==> src/rtl/otg_role_pkg.sv <==
package otg_role_pkg;
    localparam int DATA_W = 32;

    localparam int OFS_MODE  = 'h600;
    localparam int OFS_STS   = 'h604;
    localparam int OFS_EN    = 'h608;
    localparam int OFS_VSRC  = 'h60C;
    localparam int OFS_LINE  = 'h610;
    localparam int OFS_LIVE  = 'h630;

    localparam int BIT_PERI     = 31;
    localparam int BIT_SESS_CHG = 12;
    localparam int BIT_ID_CHG   = 11;
    localparam int BIT_VSRC     = 8;
    localparam int BIT_LINE_LO  = 16;
    localparam int LINE_W       = 4;
    localparam int BIT_SESS_LVL = 20;
    localparam int BIT_ID_LVL   = 19;
    localparam int BIT_IDPU     = 5;
    localparam int BIT_DRV      = 4;

    typedef enum logic {
        ROLE_HOST = 1'b0,
        ROLE_PERI = 1'b1
    } role_t;
endpackage

==> src/rtl/otg_sync.sv <==
module otg_sync #(
    parameter int W      = 2,
    parameter int STAGES = 2
) (
    input  logic         clk,
    input  logic         rst_n,
    input  logic [W-1:0] d,
    output logic [W-1:0] q
);
    localparam int CW = W * STAGES;

    logic [CW-1:0] chain;

    always_ff @(posedge clk or negedge rst_n) begin
        if (!rst_n) chain <= '0;
        else        chain <= {chain[CW-W-1:0], d};
    end

    assign q = chain[CW-1 -: W];
endmodule

==> src/rtl/otg_chg_det.sv <==
module otg_chg_det (
    input  logic clk,
    input  logic rst_n,
    input  logic id_s,
    input  logic sess_s,
    input  logic id_samp_en,
    output logic id_lvl,
    output logic sess_lvl,
    output logic id_chg,
    output logic sess_chg
);
    always_ff @(posedge clk or negedge rst_n) begin
        if (!rst_n) begin
            id_lvl   <= 1'b0;
            sess_lvl <= 1'b0;
        end else begin
            if (id_samp_en) id_lvl <= id_s;
            sess_lvl <= sess_s;
        end
    end

    assign id_chg   = id_samp_en && (id_s != id_lvl);
    assign sess_chg = (sess_s != sess_lvl);
endmodule

==> src/rtl/otg_role_fsm.sv <==
module otg_role_fsm
    import otg_role_pkg::*;
(
    input  logic clk,
    input  logic rst_n,
    input  logic id_lvl,
    input  logic sess_lvl,
    output logic role_peri
);
    role_t st_q, st_d;
    logic  b_dev;

    assign b_dev = id_lvl && sess_lvl;

    always_comb begin
        st_d = st_q;
        unique case (st_q)
            ROLE_HOST: if (b_dev)  st_d = ROLE_PERI;   // HOST_TO_PERI
            ROLE_PERI: if (!b_dev) st_d = ROLE_HOST;   // PERI_TO_HOST
            default:   st_d = ROLE_HOST;
        endcase
    end

    always_ff @(posedge clk or negedge rst_n) begin
        if (!rst_n) st_q <= ROLE_HOST;
        else        st_q <= st_d;
    end

    always_comb begin
        role_peri = (st_q == ROLE_PERI);
    end
endmodule

==> src/rtl/otg_role_ctrl.sv <==
module otg_role_ctrl
    import otg_role_pkg::*;
#(
    parameter int ADDR_W      = 12,
    parameter int SYNC_STAGES = 2
) (
    input  logic              clk,
    input  logic              rst_n,
    input  logic              bus_wr,
    input  logic              bus_rd,
    input  logic [ADDR_W-1:0] bus_addr,
    input  logic [DATA_W-1:0] bus_wdata,
    output logic [DATA_W-1:0] bus_rdata,
    input  logic              id_pin,
    input  logic              sess_vld_pin,
    output logic              irq,
    output logic              phy_peri_mode,
    output logic              phy_id_pullup,
    output logic              phy_vbus_drive,
    output logic              phy_dp_pulldown,
    output logic              phy_dm_pulldown,
    output logic              role_peri_hint
);
    localparam int NCHG = 2;  // [0] = ID, [1] = session valid

    logic [1:0]        raw_in, syn_in;
    logic              id_lvl, sess_lvl, id_chg, sess_chg;
    logic [NCHG-1:0]   chg_evt, sts_q, en_q, w1c;
    logic              peri_q, vsrc_q, idpu_q, drv_q;
    logic [LINE_W-1:0] line_q;
    logic [DATA_W-1:0] rd_mux;
    logic              hit_mode, hit_sts, hit_en, hit_vsrc, hit_line, hit_live;

    assign raw_in = {sess_vld_pin, id_pin};

    otg_sync #(.W(2), .STAGES(SYNC_STAGES)) u_sync (
        .clk(clk), .rst_n(rst_n), .d(raw_in), .q(syn_in)
    );

    otg_chg_det u_det (
        .clk(clk), .rst_n(rst_n),
        .id_s(syn_in[0]), .sess_s(syn_in[1]), .id_samp_en(idpu_q),
        .id_lvl(id_lvl), .sess_lvl(sess_lvl),
        .id_chg(id_chg), .sess_chg(sess_chg)
    );

    otg_role_fsm u_fsm (
        .clk(clk), .rst_n(rst_n),
        .id_lvl(id_lvl), .sess_lvl(sess_lvl), .role_peri(role_peri_hint)
    );

    assign hit_mode = (bus_addr == ADDR_W'(OFS_MODE));
    assign hit_sts  = (bus_addr == ADDR_W'(OFS_STS));
    assign hit_en   = (bus_addr == ADDR_W'(OFS_EN));
    assign hit_vsrc = (bus_addr == ADDR_W'(OFS_VSRC));
    assign hit_line = (bus_addr == ADDR_W'(OFS_LINE));
    assign hit_live = (bus_addr == ADDR_W'(OFS_LIVE));

    assign chg_evt = {sess_chg, id_chg};
    assign w1c     = (bus_wr && hit_sts) ? {bus_wdata[BIT_SESS_CHG], bus_wdata[BIT_ID_CHG]} : '0;

    // Sticky flags: a new event beats a clearing write in the same cycle.
    generate
        for (genvar i = 0; i < NCHG; i++) begin : g_flag
            always_ff @(posedge clk or negedge rst_n) begin
                if (!rst_n)          sts_q[i] <= 1'b0;
                else if (chg_evt[i]) sts_q[i] <= 1'b1;
                else if (w1c[i])     sts_q[i] <= 1'b0;
            end
        end
    endgenerate

    always_ff @(posedge clk or negedge rst_n) begin
        if (!rst_n) begin
            peri_q <= 1'b0;
            en_q   <= '0;
            vsrc_q <= 1'b0;
            line_q <= '0;
            idpu_q <= 1'b0;
            drv_q  <= 1'b0;
        end else if (bus_wr) begin
            if (hit_mode) peri_q <= bus_wdata[BIT_PERI];
            if (hit_en)   en_q   <= {bus_wdata[BIT_SESS_CHG], bus_wdata[BIT_ID_CHG]};
            if (hit_vsrc) vsrc_q <= bus_wdata[BIT_VSRC];
            if (hit_line) line_q <= bus_wdata[BIT_LINE_LO +: LINE_W];
            if (hit_live) begin
                idpu_q <= bus_wdata[BIT_IDPU];
                drv_q  <= bus_wdata[BIT_DRV];
            end
        end
    end

    always_comb begin
        rd_mux = '0;
        if (hit_mode) rd_mux[BIT_PERI] = peri_q;
        if (hit_sts) begin
            rd_mux[BIT_SESS_CHG] = sts_q[1];
            rd_mux[BIT_ID_CHG]   = sts_q[0];
        end
        if (hit_en) begin
            rd_mux[BIT_SESS_CHG] = en_q[1];
            rd_mux[BIT_ID_CHG]   = en_q[0];
        end
        if (hit_vsrc) rd_mux[BIT_VSRC] = vsrc_q;
        if (hit_line) rd_mux[BIT_LINE_LO +: LINE_W] = line_q;
        if (hit_live) begin
            rd_mux[BIT_SESS_LVL] = sess_lvl;
            rd_mux[BIT_ID_LVL]   = id_lvl;
            rd_mux[BIT_IDPU]     = idpu_q;
            rd_mux[BIT_DRV]      = drv_q;
        end
    end

    always_ff @(posedge clk or negedge rst_n) begin
        if (!rst_n)      bus_rdata <= '0;
        else if (bus_rd) bus_rdata <= rd_mux;
    end

    // line_q[3] D+ enable, [2] D+ apply, [1] D- enable, [0] D- apply
    assign irq             = |(sts_q & en_q);
    assign phy_peri_mode   = peri_q;
    assign phy_id_pullup   = idpu_q;
    assign phy_vbus_drive  = vsrc_q & drv_q;
    assign phy_dp_pulldown = line_q[3] & line_q[2];
    assign phy_dm_pulldown = line_q[1] & line_q[0];
endmodule

==> config.mk <==
export PLATFORM = sky130hd
export DESIGN_NAME = otg_role_ctrl
export DESIGN_NICKNAME = d
export VERILOG_FILES = /design/src/rtl/otg_role_pkg.sv /design/src/rtl/otg_sync.sv /design/src/rtl/otg_chg_det.sv /design/src/rtl/otg_role_fsm.sv /design/src/rtl/otg_role_ctrl.sv
export SDC_FILE = /design/constraint.sdc
export NUM_CORES = 1
export LEC_CHECK = 0
export ABC_AREA = 1
export ABC_CLOCK_PERIOD_IN_PS = 1300
export BUFFER_PORTS_ARGS = -buffer_cell sky130_fd_sc_hd__buf_2
export CORE_MARGIN = 2
export CORE_UTILIZATION = 44
export DETAILED_ROUTE_END_ITERATION = 8
export PLACE_DENSITY_LB_ADDON = 0.05
export SYNTH_ARGS = -nofsm -noshare
export SYNTH_HDL_FRONTEND = slang
export SYNTH_SLANG_ARGS = --single-unit
==> constraint.sdc <==
create_clock -name clk -period 1.3 [get_ports clk]
set_input_delay 0.13 -clock clk [delete_from_list [all_inputs] [get_ports clk]]
set_output_delay 0.13 -clock clk [all_outputs]
set_load 0.02 [all_outputs]
=== Word level (Yosys, flattened, before mapping) ===
Index checks and enable logic that the tools add are counted.
Widths: inputs -> output; s select.

* Flip-flop bits (word level): 30
* Word-level logic and storage cells: 49

* Equality and inequality tests: 8
* Muxes and demuxes: 13
* Bitwise logic cells: 4
* Reductions and logical operators: 11

{| class="wikitable"
|+ Operators with widths
! kind !! number
|-
| $eq 12x11->1 const B || 6
|-
| $mux 2 || 5
|-
| $reduce_and 2->1 || 5
|-
| $mux 1 || 7
|-
| $mux 4 || 1
|-
| $reduce_bool 2->1 || 2
|-
| $and 1x1->1 || 3
|-
| $logic_and 1x1->1 || 3
|-
| $and 2x2->2 || 1
|-
| $ne 1x1->1 || 2
|-
| $reduce_or 2->1 || 1
|}

=== Longest topological paths before layout ===
Gate-level depths: netlist of run 1.

* Depth in word-level cells: 5
* Gate-level depth with buffers: 8
* Gate-level depth less buffers: 8

=== Hierarchy ===
From an unflattened synthesis of run 1, not the netlist that was laid out.

* Cell total of the unflattened synthesis: 201
* Area total of the unflattened synthesis: 1631.6 um^2

{| class="wikitable"
|+ By module, submodules not included
! module !! times used !! cells each !! area an instance (um^2)
|-
| otg_role_ctrl || 1 || 179 || 1388.8
|-
| otg_sync || 1 || 6 || 115.1
|-
| otg_chg_det || 1 || 13 || 95.1
|-
| otg_role_fsm || 1 || 3 || 32.5
|}

=== Worst setup path after synthesis of run 1 ===
OpenSTA, ideal clock, no wires.

* Path type: reg2reg
* Start: register u_det.id_lvl
* End: register sts_q[0]
* Arrival time: 0.783 ns
* Path slack: 0.400 ns
* Cell stages (with the launch flop): 4
* Path buffers: 0
* Cells stage by stage: dfrtp_1 -> or2_2 -> nand3_1 -> nand2_1

* Word-level cells in the longest chain between the ends: 3

{| class="wikitable"
|+ Ends and longest elaborated chain
! item !! line !! source
|-
| start, declared || otg_chg_det.sv:7 || <nowiki>output logic id_lvl,</nowiki>
|-
| start signal, assigned || otg_chg_det.sv:17 || <nowiki>if (id_samp_en) id_lvl <= id_s;</nowiki>
|-
| $ne 1x1->1 * || otg_chg_det.sv:22 || <nowiki>assign id_chg = id_samp_en && (id_s != id_lvl);</nowiki>
|-
| $logic_and 1x1->1 * || otg_chg_det.sv:22 ||
|-
| $mux 1 or $reduce_bool 2->1 (tied branches) || n/a ||
|-
| end signal, assigned by index || otg_role_ctrl.sv:66 || <nowiki>if (!rst_n) sts_q[i] <= 1'b0;</nowiki>
|-
| end signal, assigned by index || otg_role_ctrl.sv:67 || <nowiki>else if (chg_evt[i]) sts_q[i] <= 1'b1;</nowiki>
|-
| end signal, assigned by index || otg_role_ctrl.sv:68 || <nowiki>else if (w1c[i]) sts_q[i] <= 1'b0;</nowiki>
|-
| end, declared || otg_role_ctrl.sv:28 || <nowiki>logic [NCHG-1:0] chg_evt, sts_q, en_q, w1c;</nowiki>
|}

Every way passes the cells marked *; elsewhere a longest branch is shown, timed or not.
A chain may end at the register's enable or synchronous reset.

=== Final worst setup path of run 1 ===
* Start: register en_q[0]
* End: output port irq

* Word-level cells in the longest chain between the ends: 2

{| class="wikitable"
|+ Ends and longest elaborated chain
! item !! line !! source
|-
| start, declared || otg_role_ctrl.sv:28 ||
|-
| start signal, assigned || otg_role_ctrl.sv:83 || <nowiki>if (hit_en) en_q <= {bus_wdata[BIT_SESS_CHG], bus_wdata[BIT_ID_CHG]};</nowiki>
|-
| $and 2x2->2 || otg_role_ctrl.sv:120 || <nowiki>assign irq = |(sts_q & en_q);</nowiki>
|-
| $reduce_or 2->1 || otg_role_ctrl.sv:120 ||
|-
| end, declared || otg_role_ctrl.sv:16 || <nowiki>output logic irq,</nowiki>
|}

Every way passes these cells.

==> results of run 1 <==
## registers in the layout, summed over array words and instances, names as in the netlist
signal           flops
drv_q                1
u_fsm.role_peri      1
u_det.id_lvl         1
u_sync.chain         4
vsrc_q               1
u_det.sess_lvl       1
sts_q                2
phy_id_pullup        1
line_q               4
en_q                 2
phy_peri_mode        1
bus_rdata           11
## stage by stage
stage / util [%] / total power, uW
6_report: 53.75 / 1908
3_5_place_dp: 50.38 / 1169
4_1_cts: 53.75 / 1932
3_3_place_gp: 50.38 / 1168
2_1_floorplan: - / 1133
5_1_grt: 53.75 / 2018
## synth_stat cells, types with 3 or more instances
cell type   n  area, um^2
nand2_4     3       33.78
dfrtp_1    30       750.7
nand2_1    72       270.3
nor2_4      5       56.30
nor2_2      5       31.28
inv_1      14       52.55
nand3_1    11       55.05
nand4_1     3       18.77
nor2_1      4       15.01
nand3_2     4       40.04
o21ai_1     7       35.03
buf_4      22       165.2
## layout make-up
class / count / area [um^2]
clock buffer: 7 / 86.33
clock inverter: 1 / 5.005
fill: 365 / 1668
inverter: 18 / 68.82
multi-input combinational: 141 / 696.9
sequential: 30 / 750.7
tap: 48 / 60.06
timing repair buffer: 50 / 270.3
## final timing paths
| check | start | to | slack, ns |
|---|---|---|---|
| worst min-delay path | bus_wdata[17] | line_q[1] | 0.04 |
| worst min register to register | u_sync.chain[0] | u_sync.chain[2] | 0.35 |
| min in group asynchronous | rst_n | u_sync.chain[1] | 0.41 |
| worst max register to register | u_det.id_lvl | sts_q[0] | 0.35 |
| worst max-delay path | en_q[0] | irq | 0.10 |
| max in group asynchronous | rst_n | phy_peri_mode | 0.61 |
## metal layers
| layer | wire, um | part of all wire, % | global-route usage (%) |
|---|---|---|---|
| met1 | 1464 | 47 | 21.48 |
| met2 | 1368 | 44 | 26.30 |
| met3 | 223 | 7.2 | 5.729 |
| met4 | 52 | 1.7 | 7.181 |
| met5 | 0 | 0 | 0 |
## kinds of logic (layout without fill, tap and decap cells)
kind of cell / Yosys count / count (layout) / share of synthesized area (%)
compound gates: 9 / 9 / 3.020
xor+xnor: 1 / 1 / 0.5423
buf+inv: 42 / 76 / 15.03
flops: 30 / 30 / 46.48
other cells: 1 / 21 / 0.2322
simple gates: 110 / 110 / 34.70
## power by group
part / internal (uW) / switching [uW]
Sequential: 946 / 7.77
Combinational: 58.1 / 144
Clock: 426 / 326
Total: 1430 / 478
## timing repair
| action | CTS | global route |
|---|---|---|
| setup buffers | 0 | 0 |
| hold buffers | 3 | 0 |
| hold endpoints to repair | 32 | 0 |
## worst max-delay path: stages (launching register included)
cell     delay, ns
dfrtp_1       0.40
a22o_1        0.24
buf_2         0.15
==> results.sh, run 1 <==
export IMPL_routed_via_density=4.397
export IMPL_peakVddDrop_v=0.0008003
export IMPL_number_of_non_filler_instances_in_the_completed_layout=295
export IMPL_place_worst_setup_slack_ns=0.2218
export IMPL_place_area_um2=1817
export IMPL_post_synth_edffs=0
export IMPL_final_period_minus_worst_setup_slack_ns=1.196
export IMPL_tritoncts="done"
export IMPL_routed_wire_length_per_instance_um=10.54
export IMPL_yosys_warnings=0
export IMPL_syn_inst=193
export IMPL_die_area_um2=4172
export IMPL_critPathCaptureType="output port"
export IMPL_root_buffer="clkbuf_8"
export IMPL_place_inst=284
export IMPL_std_cell_rows=22
export IMPL_areaGrowthSynthToFinish_pct=19.98
export IMPL_antenna_diode_count=0
export IMPL_critPathLaunchType="register"
export IMPL_finalWorstSetupSlack_ns=0.1042
export IMPL_clock_sinks=30
export IMPL_detail_route_antenna_nets=0
export IMPL_drc=0
export IMPL_timing_setup_tns_ns=0
export IMPL_grt_max_degree=31
export IMPL_dr_first_iter_drc_count=51
export IMPL_drive_gt1_share_pct=30.77
export IMPL_cts_resized=0
export IMPL_period_share_pct=91.98
export IMPL_whs_ns=0.04335
export IMPL_commonest_non_fill_non_tap_cells_in_the_layout="72 x nand2_1, 45 x buf_2, 30 x dfrtp_1"
export IMPL_global_route_usage_total_pct=16.90
export IMPL_gp_congestion=0.8116
export IMPL_pin_count=89
export IMPL_fin_area_um2=1938
export IMPL_chipWidth_um=64.59
export IMPL_via_count_of_the_first_global_routing_pass=1144
export IMPL_synth_unique_cells=24
export IMPL_status="finished, final reports clean"
export IMPL_start_util_pct=44.80
export IMPL_p_leak_uw=0.001121
export IMPL_crit_arrival_ns=1.07
export IMPL_hold_viol_final=0
export IMPL_pwr_density_cell_nw_per_um2=984.3
export IMPL_global_route_overflow_total=0
export IMPL_dp_final_hpwl_um=2363
export IMPL_fmax_mhz=836.3
export IMPL_fp_coreArea_um2=3606
export IMPL_finalMaxSlewViolations=0
export IMPL_worst_path_max_fanout=3
export IMPL_cts_htree_levels=2
export IMPL_clock_insertion_delay_worst_skew_ns=0.28
export IMPL_setup_worst_path_class="reg2out"
export IMPL_finalSetupViolations=0
export IMPL_cts_clk_slew_worst_paths_ns=0.06
export IMPL_rsz_0062_raised_after_global_routing="no"
export IMPL_grt_first_pass_wirelength_um=5223
export IMPL_dr_total_vias=1297
export IMPL_required_ns=1.17
export IMPL_synth_cell_area_um2=1615
export IMPL_seq_area_frac_synth_pct=46.48
export IMPL_dr_pass1_iters=4
export IMPL_class_of_the_tightest_hold_or_removal_check="in2reg"
export IMPL_finalNetCount=296
export IMPL_postSynth_asyncResetShare_pct=100.0
export IMPL_final_common_cell="nand2_1"
export IMPL_drv_cap=0
export IMPL_clock_tree_buffer_depth=2
export IMPL_fin_skew_ns=0.005257
export IMPL_die_height_um=64.59
export IMPL_worst_r2r_path_depth=3
export IMPL_antenna_found_initial=0
export IMPL_port_buffers=45
export IMPL_wirelength_um=3108
export IMPL_synth_ff_type="dfrtp_1"
export IMPL_hold_path_depth=3
export IMPL_cts_made_buffers=5
export IMPL_avg_inst_size_synth_um2=8.369
export IMPL_ys_ff_latch=30
No activity file was read; power rests on OpenSTA's default activity.
==> inputs of run 2 (changes only) <==
- CORE_UTILIZATION: 44 -> 45
- CTS_BUF_LIST: not set -> sky130_fd_sc_hd__clkbuf_4
- GPL_ROUTABILITY_DRIVEN: not set -> 0
- SLEW_MARGIN: not set -> 25
==> run 2 against run 1 <==
Via count rose by 4.9%. Count of clock-buffer cells in the layout fell by 1. Power fell by 10%. Sequential power barely moved. Final cell count rose by 1.4%. Non-clock buffer count rose by 6. Maximum frequency fell by 4.6%. Design area rose by 1.8%. Clock skew barely moved. Largest cell class unchanged. Largest power group unchanged. Highest routed layer unchanged.
==> results.sh, run 2 (synthesis results as in run 1) <==
export IMPL_place_worst_setup_slack_ns=0.2632
export IMPL_final_period_minus_worst_setup_slack_ns=1.253
export IMPL_finalMaxSlewViolations=0
export IMPL_cts_resized=0
export IMPL_dr_total_vias=1360
export IMPL_crit_arrival_ns=1.12
export IMPL_max_stage_delay_ns=0.41
export IMPL_required_ns=1.17
export IMPL_detail_route_antenna_nets=0
export IMPL_fin_area_um2=1973
export IMPL_grt_first_pass_wirelength_um=5692
export IMPL_place_area_um2=1819
export IMPL_fp_coreArea_um2=3390
export IMPL_pwr_density_cell_nw_per_um2=866.5
export IMPL_reg_top3="bus_rdata: 11 flops, line_q: 4 flops, u_sync.chain: 4 flops"
export IMPL_root_buffer="clkbuf_4"
export IMPL_cts_clk_slew_worst_paths_ns=0.09
export IMPL_start_util_pct=47.66
export IMPL_wirelength_um=3290
export IMPL_dr_pass1_iters=4
export IMPL_clock_tree_buffer_depth=2
export IMPL_final_common_cell="nand2_1"
export IMPL_final_util_pct=58.21
export IMPL_die_height_um=63.91
export IMPL_pin_count=89
export IMPL_worstPathBufferInverterCount=1
export IMPL_drv_cap=0
export IMPL_cts_hold_buffers_added=10
export IMPL_timing_setup_tns_ns=0
export IMPL_drive_gt1_share_pct=29.64
export IMPL_finalSetupViolations=0
export IMPL_finalWorstSetupSlack_ns=0.04685
export IMPL_cts_htree_levels=2
export IMPL_dp_final_hpwl_um=2526
export IMPL_antenna_found_initial=0
export IMPL_hold_viol_final=0
export IMPL_port_buffers=45
export IMPL_largest_register="bus_rdata"
export IMPL_clock_sinks=30
export IMPL_antenna_diode_count=0
export IMPL_commonest_non_fill_non_tap_cells_in_the_layout="72 x nand2_1, 45 x buf_2, 30 x dfrtp_1"
export IMPL_tritoncts="done"
export IMPL_std_cell_rows=21
export IMPL_finalNetCount=302
export IMPL_worst_path_dominant_cell_family="flip-flops"
export IMPL_p_leak_uw=0.001135
export IMPL_class_of_the_tightest_hold_or_removal_check="in2reg"
export IMPL_cts_made_buffers=5
export IMPL_period_share_pct=96.40
export IMPL_routed_via_density=4.548
export IMPL_setup_worst_path_class="reg2out"
export IMPL_timing_critical_path_cells="a22o_1, buf_2"
export IMPL_die_area_um2=4084
export IMPL_worst_path_max_delay_cell="dfrtp_1"
export IMPL_fin_skew_ns=0.005213
export IMPL_global_route_overflow_total=0
export IMPL_routed_wire_length_per_instance_um=11.00
export IMPL_fmax_mhz=798.0
export IMPL_largest_register_ffs=11
export IMPL_critPathLaunchType="register"
export IMPL_critPathCaptureType="output port"
export IMPL_chipWidth_um=63.91
export IMPL_areaGrowthSynthToFinish_pct=22.15
export IMPL_peakVddDrop_v=0.0006407
export IMPL_rsz_0062_raised_after_global_routing="no"
export IMPL_whs_ns=0.01443
export IMPL_dr_first_iter_drc_count=45
export IMPL_drc=0
export IMPL_via_count_of_the_first_global_routing_pass=1345
export IMPL_cts_post_setup_buffers_inserted=0
export IMPL_grt_max_degree=17
export IMPL_global_route_usage_total_pct=18.16
export IMPL_worst_path_max_fanout=3
export IMPL_clock_insertion_delay_worst_skew_ns=0.33
export IMPL_status="finished, final reports clean"
-- run 2: path summary, 6_finish.rpt --
kind	start	to	slack, ns	cells past startpoint
min in group asynchronous	rst_n	drv_q	0.25	2
worst max register to register	u_det.id_lvl	sts_q[0]	0.35	3
worst min register to register	u_sync.chain[0]	u_sync.chain[2]	0.35	0
worst min-delay path	bus_wdata[11]	en_q[0]	0.01	3
worst max-delay path	en_q[0]	irq	0.05	2
max in group asynchronous	rst_n	bus_rdata[19]	0.65	3
-- run 2: area by class of cell --
cell class                      count  area, um^2
Tap cell                           46       57.56
Multi-Input combinational cell    141       696.9
Clock buffer                        6       45.04
Clock inverter                      2       8.758
Timing Repair Buffer               56       345.3
Inverter                           18       68.82
Fill cell                         332        1416
Sequential cell                    30       750.7
-- run 2: power breakdown --
part / switching, uW / total [uW] / internal [uW] / leakage, uW
sequential: 7.83 / 952 / 944 / 0.000397
clock: 312 / 536 / 224 / 0.0000331
combinational: 148 / 222 / 73.6 / 0.000705
total: 468 / 1710 / 1240 / 0.00114
-- run 2: per-layer routing --
layer / up-vias / global-route usage (%) / wire length (um)
met5: - / 0 / 0
met4: 0 / 7.609 / 68
met3: 8 / 5.986 / 233
met2: 58 / 31.38 / 1614
met1: 621 / 20.39 / 1373
li1: 673 / - / -
-- run 2: per-stage QoR --
stage          std cells  power, uW
2_1_floorplan        213       1133
3_3_place_gp         281       1166
3_5_place_dp         281       1171
4_1_cts              299       1733
5_1_grt              299       1808
6_report             299       1710
-- run 2: worst min-delay path, stage by stage --
cell,delay [ns]
buf_2,0.09
nand2_1,0.05
nand2_1,0.05
==> inputs of run 3 (changes only) <==
- ABC_CLOCK_PERIOD_IN_PS: 1300 -> 1060
- CORE_UTILIZATION: 45 -> 41
- GPL_TIMING_DRIVEN: not set -> 0
- clock period: 1.3 -> 1.06 ns (I/O delays scaled with it)
==> run 3 against run 2 <==
Clock skew decreased by 0.0037 ns. Sequential share of layout area fell by 5.0 points. Critical path type unchanged. First-iteration DRC count is 8.9% lower. The run now ends with negative setup slack left. Via count rose by 2.9%. Wire length is 0.88% higher. Design area increased by 15%. Largest cell class unchanged. Sequential power rose by 23%. Largest power group unchanged. Worst hold slack gained 0.029 ns.
==> results.sh, run 3 (synthesis results as in run 1) <==
export IMPL_start_util_pct=43.47
export IMPL_seqCellArea_um2=750.7
export IMPL_critPathLaunchType="register"
export IMPL_largest_register="bus_rdata"
export IMPL_peakVddDrop_v=0.0006243
export IMPL_fin_total_pwr_uw=2154
export IMPL_violations="negative setup slack"
export IMPL_dr_pass1_iters=4
export IMPL_grt_first_pass_wirelength_um=5278
export IMPL_routed_wire_length_per_instance_um=9.820
export IMPL_finalMaxSlewViolations=0
export IMPL_fmax_mhz=831.1
export IMPL_area_of_combinational_cells_with_multiple_inputs_um2=696.9
export IMPL_final_period_minus_worst_setup_slack_ns=1.203
export IMPL_place_worst_setup_slack_ns=0.007043
export IMPL_antenna_diode_count=0
export IMPL_worstPathBufferInverterCount=1
export IMPL_class_of_the_tightest_hold_or_removal_check="in2reg"
export IMPL_timing_setup_tns_ns=-0.1433
export IMPL_worst_path_max_delay_cell="dfrtp_1"
export IMPL_min_delay_worst_endpoint="bus_rdata[20]"
export IMPL_max_stage_delay_ns=0.39
export IMPL_pwr_density_cell_nw_per_um2=948.9
export IMPL_port_buffers=44
export IMPL_areaGrowthSynthToFinish_pct=40.51
export IMPL_die_area_um2=4458
export IMPL_finalWorstSetupSlack_ns=-0.1433
export IMPL_global_route_usage_total_pct=16.03
export IMPL_place_inst=305
export IMPL_chipWidth_um=66.77
export IMPL_dp_final_hpwl_um=2387
export IMPL_worstHoldStart="bus_rd"
export IMPL_hold_path_depth=3
export IMPL_largest_register_ffs=11
export IMPL_clock_insertion_delay_worst_skew_ns=0.32
export IMPL_required_ns=0.95
export IMPL_worst_path_max_fanout=2
export IMPL_dr_first_iter_drc_count=41
export IMPL_via_count_of_the_first_global_routing_pass=1250
export IMPL_grt_max_degree=31
export IMPL_detail_route_antenna_nets=0
export IMPL_rsz_0062_raised_after_global_routing="yes"
export IMPL_commonest_non_fill_non_tap_cells_in_the_layout="72 x nand2_1, 41 x buf_2, 34 x buf_4"
export IMPL_p_leak_uw=0.001324
export IMPL_fin_skew_ns=0.001533
export IMPL_routed_via_density=4.139
export IMPL_antenna_found_initial=0
export IMPL_clock_tree_buffer_depth=2
export IMPL_regToRegEndpoint="bus_rdata[11]"
export IMPL_final_common_cell="nand2_1"
export IMPL_worst_path_dominant_cell_family="flip-flops"
export IMPL_finalSetupViolations=1
export IMPL_die_height_um=66.77
export IMPL_pin_count=89
export IMPL_finalNetCount=339
export IMPL_hold_viol_final=0
export IMPL_clock_sinks=30
export IMPL_cts_htree_levels=2
export IMPL_timing_critical_path_cells="a22o_1, buf_6"
export IMPL_dr_total_vias=1399
export IMPL_fp_coreArea_um2=3716
export IMPL_critPathCaptureType="output port"
export IMPL_nFillCells=352
export IMPL_cts_clk_slew_worst_paths_ns=0.09
export IMPL_tritoncts="done"
export IMPL_wirelength_um=3319
export IMPL_root_buffer="clkbuf_4"
export IMPL_drc=0
export IMPL_std_cell_rows=22
export IMPL_drv_cap=0
export IMPL_maxSlewHeadroom_pct=57.02
export IMPL_status="finished, violations left"
export IMPL_worstMarginPinSlew_ns=0.6446
export IMPL_reg_top3="bus_rdata: 11 flops, line_q: 4 flops, u_sync.chain: 4 flops"
export IMPL_crit_arrival_ns=1.10
export IMPL_cts_made_buffers=5
export IMPL_period_share_pct=113.5
export IMPL_drive_gt1_share_pct=37.24
export IMPL_reg_to_reg_start="sts_q[0]"
export IMPL_number_of_non_filler_instances_in_the_completed_layout=338
export IMPL_worst_r2r_path_depth=6
export IMPL_setup_reg_to_reg_worst_slack_ns=0.10
export IMPL_global_route_overflow_total=0
export IMPL_setup_worst_path_class="reg2out"
-- run 3: changes by cell type in the layout (fill, tap and decap cells not counted), sizes merged --
| cell | previous run | this run |
|---|---|---|
| buf | 46 | 79 |
| dlygate4sd3 | 10 | 13 |
| clkbuf | 6 | 7 |
-- run 3: how the worst max path moves through the flow --
stage,from,endpoint,slack [ns],cells past startpoint
floorplan,u_det.id_lvl,sts_q[0],0.16,3
global placement,bus_addr[7],vsrc_q,0.02,7
detailed placement,bus_addr[7],vsrc_q,0.007,7
CTS,sts_q[0],irq,-0.15,2
global route,sts_q[0],irq,-0.19,2
finish,sts_q[0],irq,-0.14,2
-- run 3: where the power goes --
group / total [uW] / internal, uW / switching (uW) / leakage (uW)
clock network: 649 / 274 / 374 / 0.0000331
logic: 338 / 148 / 191 / 0.000894
registers: 1170 / 1160 / 8.89 / 0.000397
total: 2150 / 1580 / 574 / 0.00132
-- run 3: tightest hold or removal path: cells and delay by family --
kind | cells | cell delay [ns]
buf+inv | 1 | 0.11
simple gates | 1 | 0.06
compound gates | 1 | 0.06
-- run 3: area by class of cell --
type                    instances  share of cell area [%]
plain buffers                  24                   7.663
clock buffers                   6                   1.985
clock inverters                 2                  0.3859
inverters                      18                   3.032
multi-input cells             141                   30.71
flip-flops and latches         30                   33.08
well taps                      48                   2.646
repair buffers                 69                   20.51
-- run 3: metrics by stage --
step	util (%)	hold slack [ns]	cell area (um^2)
final	61.08	0.04343	2270
after global routing	61.08	0.02470	2270
after CTS	60.20	0.003567	2237
after detailed placement	53.03	0.1730	1971
after global placement	53.03	0.1773	1971
after floorplan	-	-0.1896	1690
-- run 3: metal layers --
metal / part of all wire, % / track usage, % / up-vias
met5: 0 / 0 / -
met4: 1.4 / 5.612 / 0
met3: 8.9 / 5.405 / 5
met2: 45 / 27.38 / 52
met1: 44 / 18.68 / 598
li1: - / - / 744
-- run 3: repair_timing --
item,in CTS,in global routing
cloned,0,0
hold buffers,12,1
gates resized for setup,8,0
hold endpoints to repair,41,1
endpoints found under the setup margin,5,4
pin swaps,1,1
setup buffers,9,3
